$ cat src/rtl/ssb_pkg.sv
// Shared helpers for the speculative store buffer.
// Assumes tags are at most 16 bits wide.
package ssb_pkg;
    timeunit 1ns;
    timeprecision 1ps;

    // Distance of a tag from a base tag in the wrapping tag space.
    function automatic logic [15:0] tag_distance(
        input logic [15:0] tag,
        input logic [15:0] base,
        input logic [15:0] mask
    );
        return (tag - base) & mask;
    endfunction
endpackage

$ cat src/rtl/ssb_queue_ctrl.sv
// Head/tail control of the slot ring. Slots are allocated in execute order.
// Committed slots are drained from the head, and discarded slots are skipped at the head.
// Assumes DEPTH is a power of two and at least 2.
module ssb_queue_ctrl #(
    parameter int DEPTH = 8,
    localparam int IDX_W = $clog2(DEPTH),
    localparam int CNT_W = IDX_W + 1
) (
    input  logic             clk,
    input  logic             rst_n,
    input  logic             alloc_req,
    input  logic             head_vld,
    input  logic             head_spec,
    input  logic             drn_ready,
    output logic             alloc_ok,
    output logic             alloc_fire,
    output logic             drn_valid,
    output logic             drn_fire,
    output logic [IDX_W-1:0] head_idx,
    output logic [IDX_W-1:0] tail_idx,
    output logic [CNT_W-1:0] occupancy
);
    timeunit 1ns;
    timeprecision 1ps;

    logic [CNT_W-1:0] head_q;
    logic [CNT_W-1:0] tail_q;
    logic             empty;
    logic             skip_hole;
    logic             pop;

    // Derive occupancy, drain offer and pop/allocate decisions.
    always_comb begin
        occupancy  = tail_q - head_q;
        empty      = (occupancy == '0);
        alloc_ok   = (occupancy != CNT_W'(DEPTH));
        alloc_fire = alloc_req && alloc_ok;
        drn_valid  = !empty && head_vld && !head_spec;
        drn_fire   = drn_valid && drn_ready;
        skip_hole  = !empty && !head_vld;
        pop        = drn_fire || skip_hole;
        head_idx   = head_q[IDX_W-1:0];
        tail_idx   = tail_q[IDX_W-1:0];
    end

    // Advance the ring pointers.
    always_ff @(posedge clk) begin
        if (!rst_n) begin
            head_q <= '0;
            tail_q <= '0;
        end else begin
            if (pop) begin
                head_q <= head_q + CNT_W'(1);
            end
            if (alloc_fire) begin
                tail_q <= tail_q + CNT_W'(1);
            end
        end
    end
endmodule

$ cat src/rtl/ssb_entry_file.sv
// Slot storage. Each slot holds valid, speculative, tag, address and data.
// Commit and abort match only valid speculative slots. Assumes in-flight tags are unique.
module ssb_entry_file #(
    parameter int DEPTH  = 8,
    parameter int ADDR_W = 32,
    parameter int DATA_W = 32,
    localparam int IDX_W = $clog2(DEPTH),
    localparam int TAG_W = IDX_W + 1
) (
    input  logic                               clk,
    input  logic                               rst_n,
    input  logic                               alloc_fire,
    input  logic [IDX_W-1:0]                   tail_idx,
    input  logic [TAG_W-1:0]                   exe_tag,
    input  logic [ADDR_W-1:0]                  exe_addr,
    input  logic [DATA_W-1:0]                  exe_data,
    input  logic                               cmt_valid,
    input  logic [TAG_W-1:0]                   cmt_tag,
    input  logic                               abt_valid,
    input  logic [TAG_W-1:0]                   abt_tag,
    input  logic                               drn_fire,
    input  logic [IDX_W-1:0]                   head_idx,
    output logic [DEPTH-1:0]                   ent_vld,
    output logic [DEPTH-1:0]                   ent_spec,
    output logic [DEPTH-1:0][TAG_W-1:0]        ent_tag,
    output logic [DEPTH-1:0][ADDR_W-1:0]       ent_addr,
    output logic [DEPTH-1:0][DATA_W-1:0]       ent_data
);
    timeunit 1ns;
    timeprecision 1ps;

    for (genvar i = 0; i < DEPTH; i++) begin : g_slot
        logic              vld_q;
        logic              spec_q;
        logic [TAG_W-1:0]  tag_q;
        logic [ADDR_W-1:0] addr_q;
        logic [DATA_W-1:0] data_q;
        logic              wr_here;
        logic              cmt_here;
        logic              abt_here;
        logic              free_here;

        // Decode the events that touch this slot.
        always_comb begin
            wr_here   = alloc_fire && (tail_idx == IDX_W'(i));
            cmt_here  = cmt_valid && vld_q && spec_q && (tag_q == cmt_tag);
            abt_here  = abt_valid && vld_q && spec_q && (tag_q == abt_tag);
            free_here = drn_fire && (head_idx == IDX_W'(i));
        end

        // Update the status bits of this slot.
        always_ff @(posedge clk) begin
            if (!rst_n) begin
                vld_q  <= 1'b0;
                spec_q <= 1'b0;
            end else if (wr_here) begin
                vld_q  <= 1'b1;
                spec_q <= 1'b1;
            end else begin
                if (abt_here || free_here) begin
                    vld_q <= 1'b0;
                end
                if (cmt_here) begin
                    spec_q <= 1'b0;
                end
            end
        end

        // Capture the payload of an accepted store.
        always_ff @(posedge clk) begin
            if (!rst_n) begin
                tag_q  <= '0;
                addr_q <= '0;
                data_q <= '0;
            end else if (wr_here) begin
                tag_q  <= exe_tag;
                addr_q <= exe_addr;
                data_q <= exe_data;
            end
        end

        assign ent_vld[i]  = vld_q;
        assign ent_spec[i] = spec_q;
        assign ent_tag[i]  = tag_q;
        assign ent_addr[i] = addr_q;
        assign ent_data[i] = data_q;
    end
endmodule

$ cat src/rtl/ssb_fwd_mux.sv
// Load forwarding. Scans slots from oldest to newest. The last slot that matches the
// address and is older than the load wins. Otherwise the cache word passes through.
// Assumes ring order equals program order.
module ssb_fwd_mux #(
    parameter int DEPTH  = 8,
    parameter int ADDR_W = 32,
    parameter int DATA_W = 32,
    localparam int IDX_W = $clog2(DEPTH),
    localparam int TAG_W = IDX_W + 1
) (
    input  logic [DEPTH-1:0]             ent_vld,
    input  logic [DEPTH-1:0]             ent_spec,
    input  logic [DEPTH-1:0][TAG_W-1:0]  ent_tag,
    input  logic [DEPTH-1:0][ADDR_W-1:0] ent_addr,
    input  logic [DEPTH-1:0][DATA_W-1:0] ent_data,
    input  logic [IDX_W-1:0]             head_idx,
    input  logic [TAG_W-1:0]             oldest_tag,
    input  logic                         lkp_valid,
    input  logic [ADDR_W-1:0]            lkp_addr,
    input  logic [TAG_W-1:0]             lkp_tag,
    input  logic [DATA_W-1:0]            lkp_cache_data,
    output logic                         lkp_hit,
    output logic [DATA_W-1:0]            lkp_data
);
    timeunit 1ns;
    timeprecision 1ps;
    import ssb_pkg::*;

    localparam logic [15:0] TAG_MASK = 16'((1 << TAG_W) - 1);

    logic [IDX_W-1:0]  idx;
    logic [15:0]       load_age;
    logic              any_hit;
    logic [DATA_W-1:0] pick;
    logic              older;

    // Priority scan in ring order. Later (newer) matches override earlier ones.
    always_comb begin
        any_hit  = 1'b0;
        pick     = '0;
        idx      = head_idx;
        older    = 1'b0;
        load_age = tag_distance(16'(lkp_tag), 16'(oldest_tag), TAG_MASK);
        for (int k = 0; k < DEPTH; k++) begin
            idx   = head_idx + IDX_W'(k);
            older = !ent_spec[idx] ||
                    (tag_distance(16'(ent_tag[idx]), 16'(oldest_tag), TAG_MASK) < load_age);
            if (ent_vld[idx] && (ent_addr[idx] == lkp_addr) && older) begin
                any_hit = 1'b1;
                pick    = ent_data[idx];
            end
        end
        lkp_hit  = lkp_valid && any_hit;
        lkp_data = lkp_hit ? pick : lkp_cache_data;
    end
endmodule

$ cat src/rtl/spec_store_buffer.sv
// Speculative store buffer top. Holds executed stores until commit, drains committed
// stores to the cache in order, and forwards data to loads.
// Assumes stores execute in program order and commit before they drain.
module spec_store_buffer #(
    parameter int DEPTH  = 8,
    parameter int ADDR_W = 32,
    parameter int DATA_W = 32,
    localparam int IDX_W = $clog2(DEPTH),
    localparam int TAG_W = IDX_W + 1,
    localparam int CNT_W = IDX_W + 1
) (
    input  logic              clk,
    input  logic              rst_n,
    input  logic              exe_valid,
    output logic              exe_ready,
    input  logic [TAG_W-1:0]  exe_tag,
    input  logic [ADDR_W-1:0] exe_addr,
    input  logic [DATA_W-1:0] exe_data,
    input  logic              cmt_valid,
    input  logic [TAG_W-1:0]  cmt_tag,
    input  logic              abt_valid,
    input  logic [TAG_W-1:0]  abt_tag,
    input  logic [TAG_W-1:0]  oldest_tag,
    output logic              drn_valid,
    input  logic              drn_ready,
    output logic [ADDR_W-1:0] drn_addr,
    output logic [DATA_W-1:0] drn_data,
    input  logic              lkp_valid,
    input  logic [ADDR_W-1:0] lkp_addr,
    input  logic [TAG_W-1:0]  lkp_tag,
    input  logic [DATA_W-1:0] lkp_cache_data,
    output logic              lkp_hit,
    output logic [DATA_W-1:0] lkp_data
);
    timeunit 1ns;
    timeprecision 1ps;

    logic                         alloc_fire;
    logic                         drn_fire;
    logic [IDX_W-1:0]             head_idx;
    logic [IDX_W-1:0]             tail_idx;
    logic [CNT_W-1:0]             occupancy;
    logic                         head_vld;
    logic                         head_spec;
    logic [DEPTH-1:0]             ent_vld;
    logic [DEPTH-1:0]             ent_spec;
    logic [DEPTH-1:0][TAG_W-1:0]  ent_tag;
    logic [DEPTH-1:0][ADDR_W-1:0] ent_addr;
    logic [DEPTH-1:0][DATA_W-1:0] ent_data;

    // Select the head slot for the drain port.
    always_comb begin
        head_vld  = ent_vld[head_idx];
        head_spec = ent_spec[head_idx];
        drn_addr  = ent_addr[head_idx];
        drn_data  = ent_data[head_idx];
    end

    ssb_queue_ctrl #(.DEPTH(DEPTH)) u_ctrl (
        .clk        (clk),
        .rst_n      (rst_n),
        .alloc_req  (exe_valid),
        .head_vld   (head_vld),
        .head_spec  (head_spec),
        .drn_ready  (drn_ready),
        .alloc_ok   (exe_ready),
        .alloc_fire (alloc_fire),
        .drn_valid  (drn_valid),
        .drn_fire   (drn_fire),
        .head_idx   (head_idx),
        .tail_idx   (tail_idx),
        .occupancy  (occupancy)
    );

    ssb_entry_file #(.DEPTH(DEPTH), .ADDR_W(ADDR_W), .DATA_W(DATA_W)) u_file (
        .clk        (clk),
        .rst_n      (rst_n),
        .alloc_fire (alloc_fire),
        .tail_idx   (tail_idx),
        .exe_tag    (exe_tag),
        .exe_addr   (exe_addr),
        .exe_data   (exe_data),
        .cmt_valid  (cmt_valid),
        .cmt_tag    (cmt_tag),
        .abt_valid  (abt_valid),
        .abt_tag    (abt_tag),
        .drn_fire   (drn_fire),
        .head_idx   (head_idx),
        .ent_vld    (ent_vld),
        .ent_spec   (ent_spec),
        .ent_tag    (ent_tag),
        .ent_addr   (ent_addr),
        .ent_data   (ent_data)
    );

    ssb_fwd_mux #(.DEPTH(DEPTH), .ADDR_W(ADDR_W), .DATA_W(DATA_W)) u_fwd (
        .ent_vld        (ent_vld),
        .ent_spec       (ent_spec),
        .ent_tag        (ent_tag),
        .ent_addr       (ent_addr),
        .ent_data       (ent_data),
        .head_idx       (head_idx),
        .oldest_tag     (oldest_tag),
        .lkp_valid      (lkp_valid),
        .lkp_addr       (lkp_addr),
        .lkp_tag        (lkp_tag),
        .lkp_cache_data (lkp_cache_data),
        .lkp_hit        (lkp_hit),
        .lkp_data       (lkp_data)
    );
endmodule

$ cat config.mk
export PLATFORM = sky130hd
export DESIGN_NAME = spec_store_buffer
export DESIGN_NICKNAME = d
export VERILOG_FILES = /design/src/rtl/ssb_pkg.sv /design/src/rtl/ssb_queue_ctrl.sv /design/src/rtl/ssb_entry_file.sv /design/src/rtl/ssb_fwd_mux.sv /design/src/rtl/spec_store_buffer.sv
export SDC_FILE = /design/constraint.sdc
export NUM_CORES = 2
export LEC_CHECK = 0
export ABC_CLOCK_PERIOD_IN_PS = 10500
export BUFFER_PORTS_ARGS = -buffer_cell sky130_fd_sc_hd__buf_2
export CORE_MARGIN = 3
export CORE_UTILIZATION = 30
export CTS_BUF_LIST = sky130_fd_sc_hd__clkbuf_16
export CTS_CLUSTER_DIAMETER = 40
export DETAILED_ROUTE_END_ITERATION = 8
export GPL_ROUTABILITY_DRIVEN = 0
export PLACE_DENSITY_LB_ADDON = 0.3
export SYNTH_ARGS = -nofsm -noshare
export SYNTH_HDL_FRONTEND = slang
export SYNTH_HIERARCHICAL = 1
export SYNTH_SLANG_ARGS = --single-unit
$ cat constraint.sdc
create_clock -name clk -period 10.5 [get_ports clk]
set_clock_uncertainty 0.15 [all_clocks]
set_input_delay 1.575 -clock clk [delete_from_list [all_inputs] [get_ports clk]]
set_output_delay 1.575 -clock clk [all_outputs]
set_load 0.05 [all_outputs]
==> flow_metrics.tcl <==
set metrics [dict create \
    drc 2 \
    leakagePower_nw 21.11 \
    hold_viol_final 0 \
    max_freq_mhz 98.30 \
    postCtsResizedCells 0 \
    insertion_delay_ns 0.74 \
    clockBufferDepth 3 \
    synth-edff-count 0 \
    die_w_um 447.2 \
    h-tree-depth 3 \
    start_util_pct 30.26 \
    io_buffers 253 \
    cts_tree "built" \
    core_um2 193000 \
    grt_antenna_before_repair 64 \
    cts-root-buf "clkbuf_16" \
    ant_nets 0 \
    clkTransAtPathRegs_ns 0.06 \
    synthFlopType "dfxtp_1" \
    synth_seq_cells 568 \
    cp_max_fo 58 \
    synth.top_cells.by_count "nand2_1 (1572), mux4_2 (716), a21oi_1 (711)" \
    rsz0062_at_grt "no" \
    grt_pass1_wl_mm 373.8 \
    crit_arrival_ns 8.45 \
    p_total_mw 13.05 \
    finalCriticalPeriod_ns 10.17 \
    ir_worst_vdd_mv 0.4194 \
    synth_top_area_share_pct 27.61 \
    worst_pin_slew_ns 1.309 \
    cap_violations 0 \
    yosysTopAreaCell "mux4_2" \
    fin_nets 6338 \
    finalSetupViolCount 0 \
    crit_slowest_cell "ha_4" \
    yosys_warnings 6 \
    fp-row-count 161 \
    yosysSeqAreaShare_pct 19.47 \
    hpwlAfterDp_mm 172.6 \
    status "complete, but fails checks" \
    vias 55960 \
    violations "DRC" \
    dpl_cell_area_um2 60210 \
    fp.dieH_um 447.2 \
    grt-ovfl-total 0 \
    path_class "reg -> out" \
    timing.setup.tns_ns 0 \
    io_pins 254 \
    cp-start-kind "register" \
    area_delta_synth_final_pct 9.131 \
    maxSlewViolCount 0 \
    post-route-period-util_pct 96.89 \
    power_density_nw_per_um2 204.8 \
    grt_start_max_net_pins 189 \
    drt_wl_total_mm 258.8 \
    min_path_type "reg -> reg" \
    final_area_um2 63730 \
    drtPass1Iterations 9 \
    grt.total_usage_pct 25.07 \
    slowest_delay_ns 0.81 \
    cts_setup_buffers 0 \
    ys_types 103 \
    critPathCaptureType "primary output" \
    routedWlPerCell_um 29.55 \
    syn_area_um2 58400 \
    avgSynthCellArea_um2 9.169 \
    cts.sinks 568 \
    routed_via_density 6.389 \
    numCtsBuffers 100 \
    yosysMostFrequentCell "nand2_1" \
    final_util_pct 33.02 \
    async_flop_share_pct 0 \
    worst_ep_required_time_ns 8.78 \
    postSynthCellCount 6369 \
    cts_hold_buf 0 \
    drive_above_1_share_pct 23.94 \
    timing.slew.headroom_pct 12.13 \
    grt_pass1_vias 51810 \
    synth_area_leaders "mux4_2 (28%), dfxtp_1 (19%), nand2_1 (10%), mux2i_1 (6.7%), a21oi_1 (6.1%)" \
    path_cells "inv_4, ha_4, mux4_2, nand2_1, nand2_1, ha_1, a21o_1, a21oi_1, xor2_1, xnor2_1, ha_1, o21ai_0, a21oi_1, a2bb2oi_1, nor3_1, and4_2, and2_2, or3_1, o41ai_4, buf_12, a221oi_1, a21o_2, buf_2" \
    drtIter0Drc 7856 \
    synth_fp_nets 6592 \
    die-area_um2 200000 \
]
## area by class of cell
cell class                 count  area (um2)
multi-input combinational   4975       43000
inverter                     108       417.9
fill                       19720      129300
tap                         2526        3161
clock inverter                85       867.1
sequential                   568       11380
antenna                       33       82.58
clock buffer                 102        2552
timing repair buffer         362        2272
## cell families after synthesis
group / count (synthesis) / synth area share [%]
compound gates: 1284 / 13.82
xor+xnor: 337 / 5.067
fa+ha+maj: 68 / 1.585
buf+inv: 826 / 7.447
flops: 568 / 19.47
mux: 1242 / 37.41
simple gates: 2044 / 15.20
## power breakdown
group	leakage, nW	total (mW)	switching [mW]	internal, mW
logic	14.8	7.07	4.39	2.68
registers	4.59	2.63	0.328	2.30
clock network	1.67	3.35	1.34	2.01
total	21.1	13.1	6.06	6.99
## worst max-delay path, delay by kind of cell (launching register included)
kind | cells | cell delay, ns
compound gates | 8 | 2.26
xor+xnor | 2 | 0.39
buf+inv | 3 | 0.73
mux | 1 | 0.62
simple gates | 6 | 1.62
fa+ha+maj | 3 | 1.37
flops | 1 | 0.56
## state kept, by name (all words and copies together) (netlist names)
signal                count
u_ctrl/tail_q             4
u_file/g_slot.spec_q      8
u_file/g_slot.addr_q    256
u_ctrl/head_q             4
u_file/g_slot.data_q    256
u_file/g_slot.vld_q       8
u_file/g_slot.tag_q      32
## worst paths after layout
kind,start,to,slack (ns),depth (start not counted)
min reg2reg,u_file/g_slot[5].data_q[29],u_file/g_slot[5].data_q[29],0.36,2
max,u_ctrl/head_q[0],lkp_data[21],0.33,23
min,u_file/g_slot[5].data_q[29],u_file/g_slot[5].data_q[29],0.36,2
max reg2reg,u_ctrl/head_q[2],u_file/g_slot[1].data_q[26],5.13,10
## routing by layer
layer | track usage, % | share of wire, %
met1 | 32.59 | 38
met5 | 0 | 0.063
met3 | 6.276 | 11
met4 | 15.53 | 7.1
met2 | 37.24 | 43
## placed cells by master (no fill, tap or decap), drive strengths merged, types with 14 or more instances in the layout
| cell | Yosys | layout |
|---|---|---|
| a41o | 34 | 34 |
| a221oi | 42 | 42 |
| a31oi | 46 | 46 |
| o21ai | 52 | 52 |
| o311ai | 33 | 33 |
| o22ai | 17 | 17 |
| dfxtp | 568 | 568 |
| xor2 | 95 | 95 |
| nor2 | 47 | 47 |
| clkbuf | 256 | 102 |
| nand3b | 14 | 14 |
| xnor2 | 242 | 242 |
| mux4 | 735 | 735 |
| nand4 | 41 | 41 |
| a22oi | 55 | 55 |
| nand2 | 1572 | 1572 |
| ha | 58 | 58 |
| nand3 | 131 | 131 |
| inv | 100 | 135 |
| and2 | 14 | 14 |
| o31ai | 73 | 73 |
| a311oi | 34 | 34 |
| mux2i | 391 | 391 |
| nor3 | 53 | 53 |
| clkinv | 8 | 38 |
| mux2 | 116 | 116 |
| nor3b | 22 | 22 |
| diode | 0 | 33 |
| a21oi | 711 | 711 |
| a21o | 55 | 55 |
| or3 | 15 | 15 |
| nand2b | 17 | 17 |
| buf | 462 | 362 |
| nor4 | 55 | 55 |
## through the flow
step           hold slack, ns  instances  setup WS (ns)
2_1_floorplan          0.3150       6369       -0.06779
3_3_place_gp           0.3386       8538          1.230
3_5_place_dp           0.3486       8538          1.161
4_1_cts                0.3595       8725         0.5094
5_1_grt                0.3853       8746        0.06026
6_report               0.3563       8759         0.3269
Note: power is estimated with default switching activity, not from simulation.
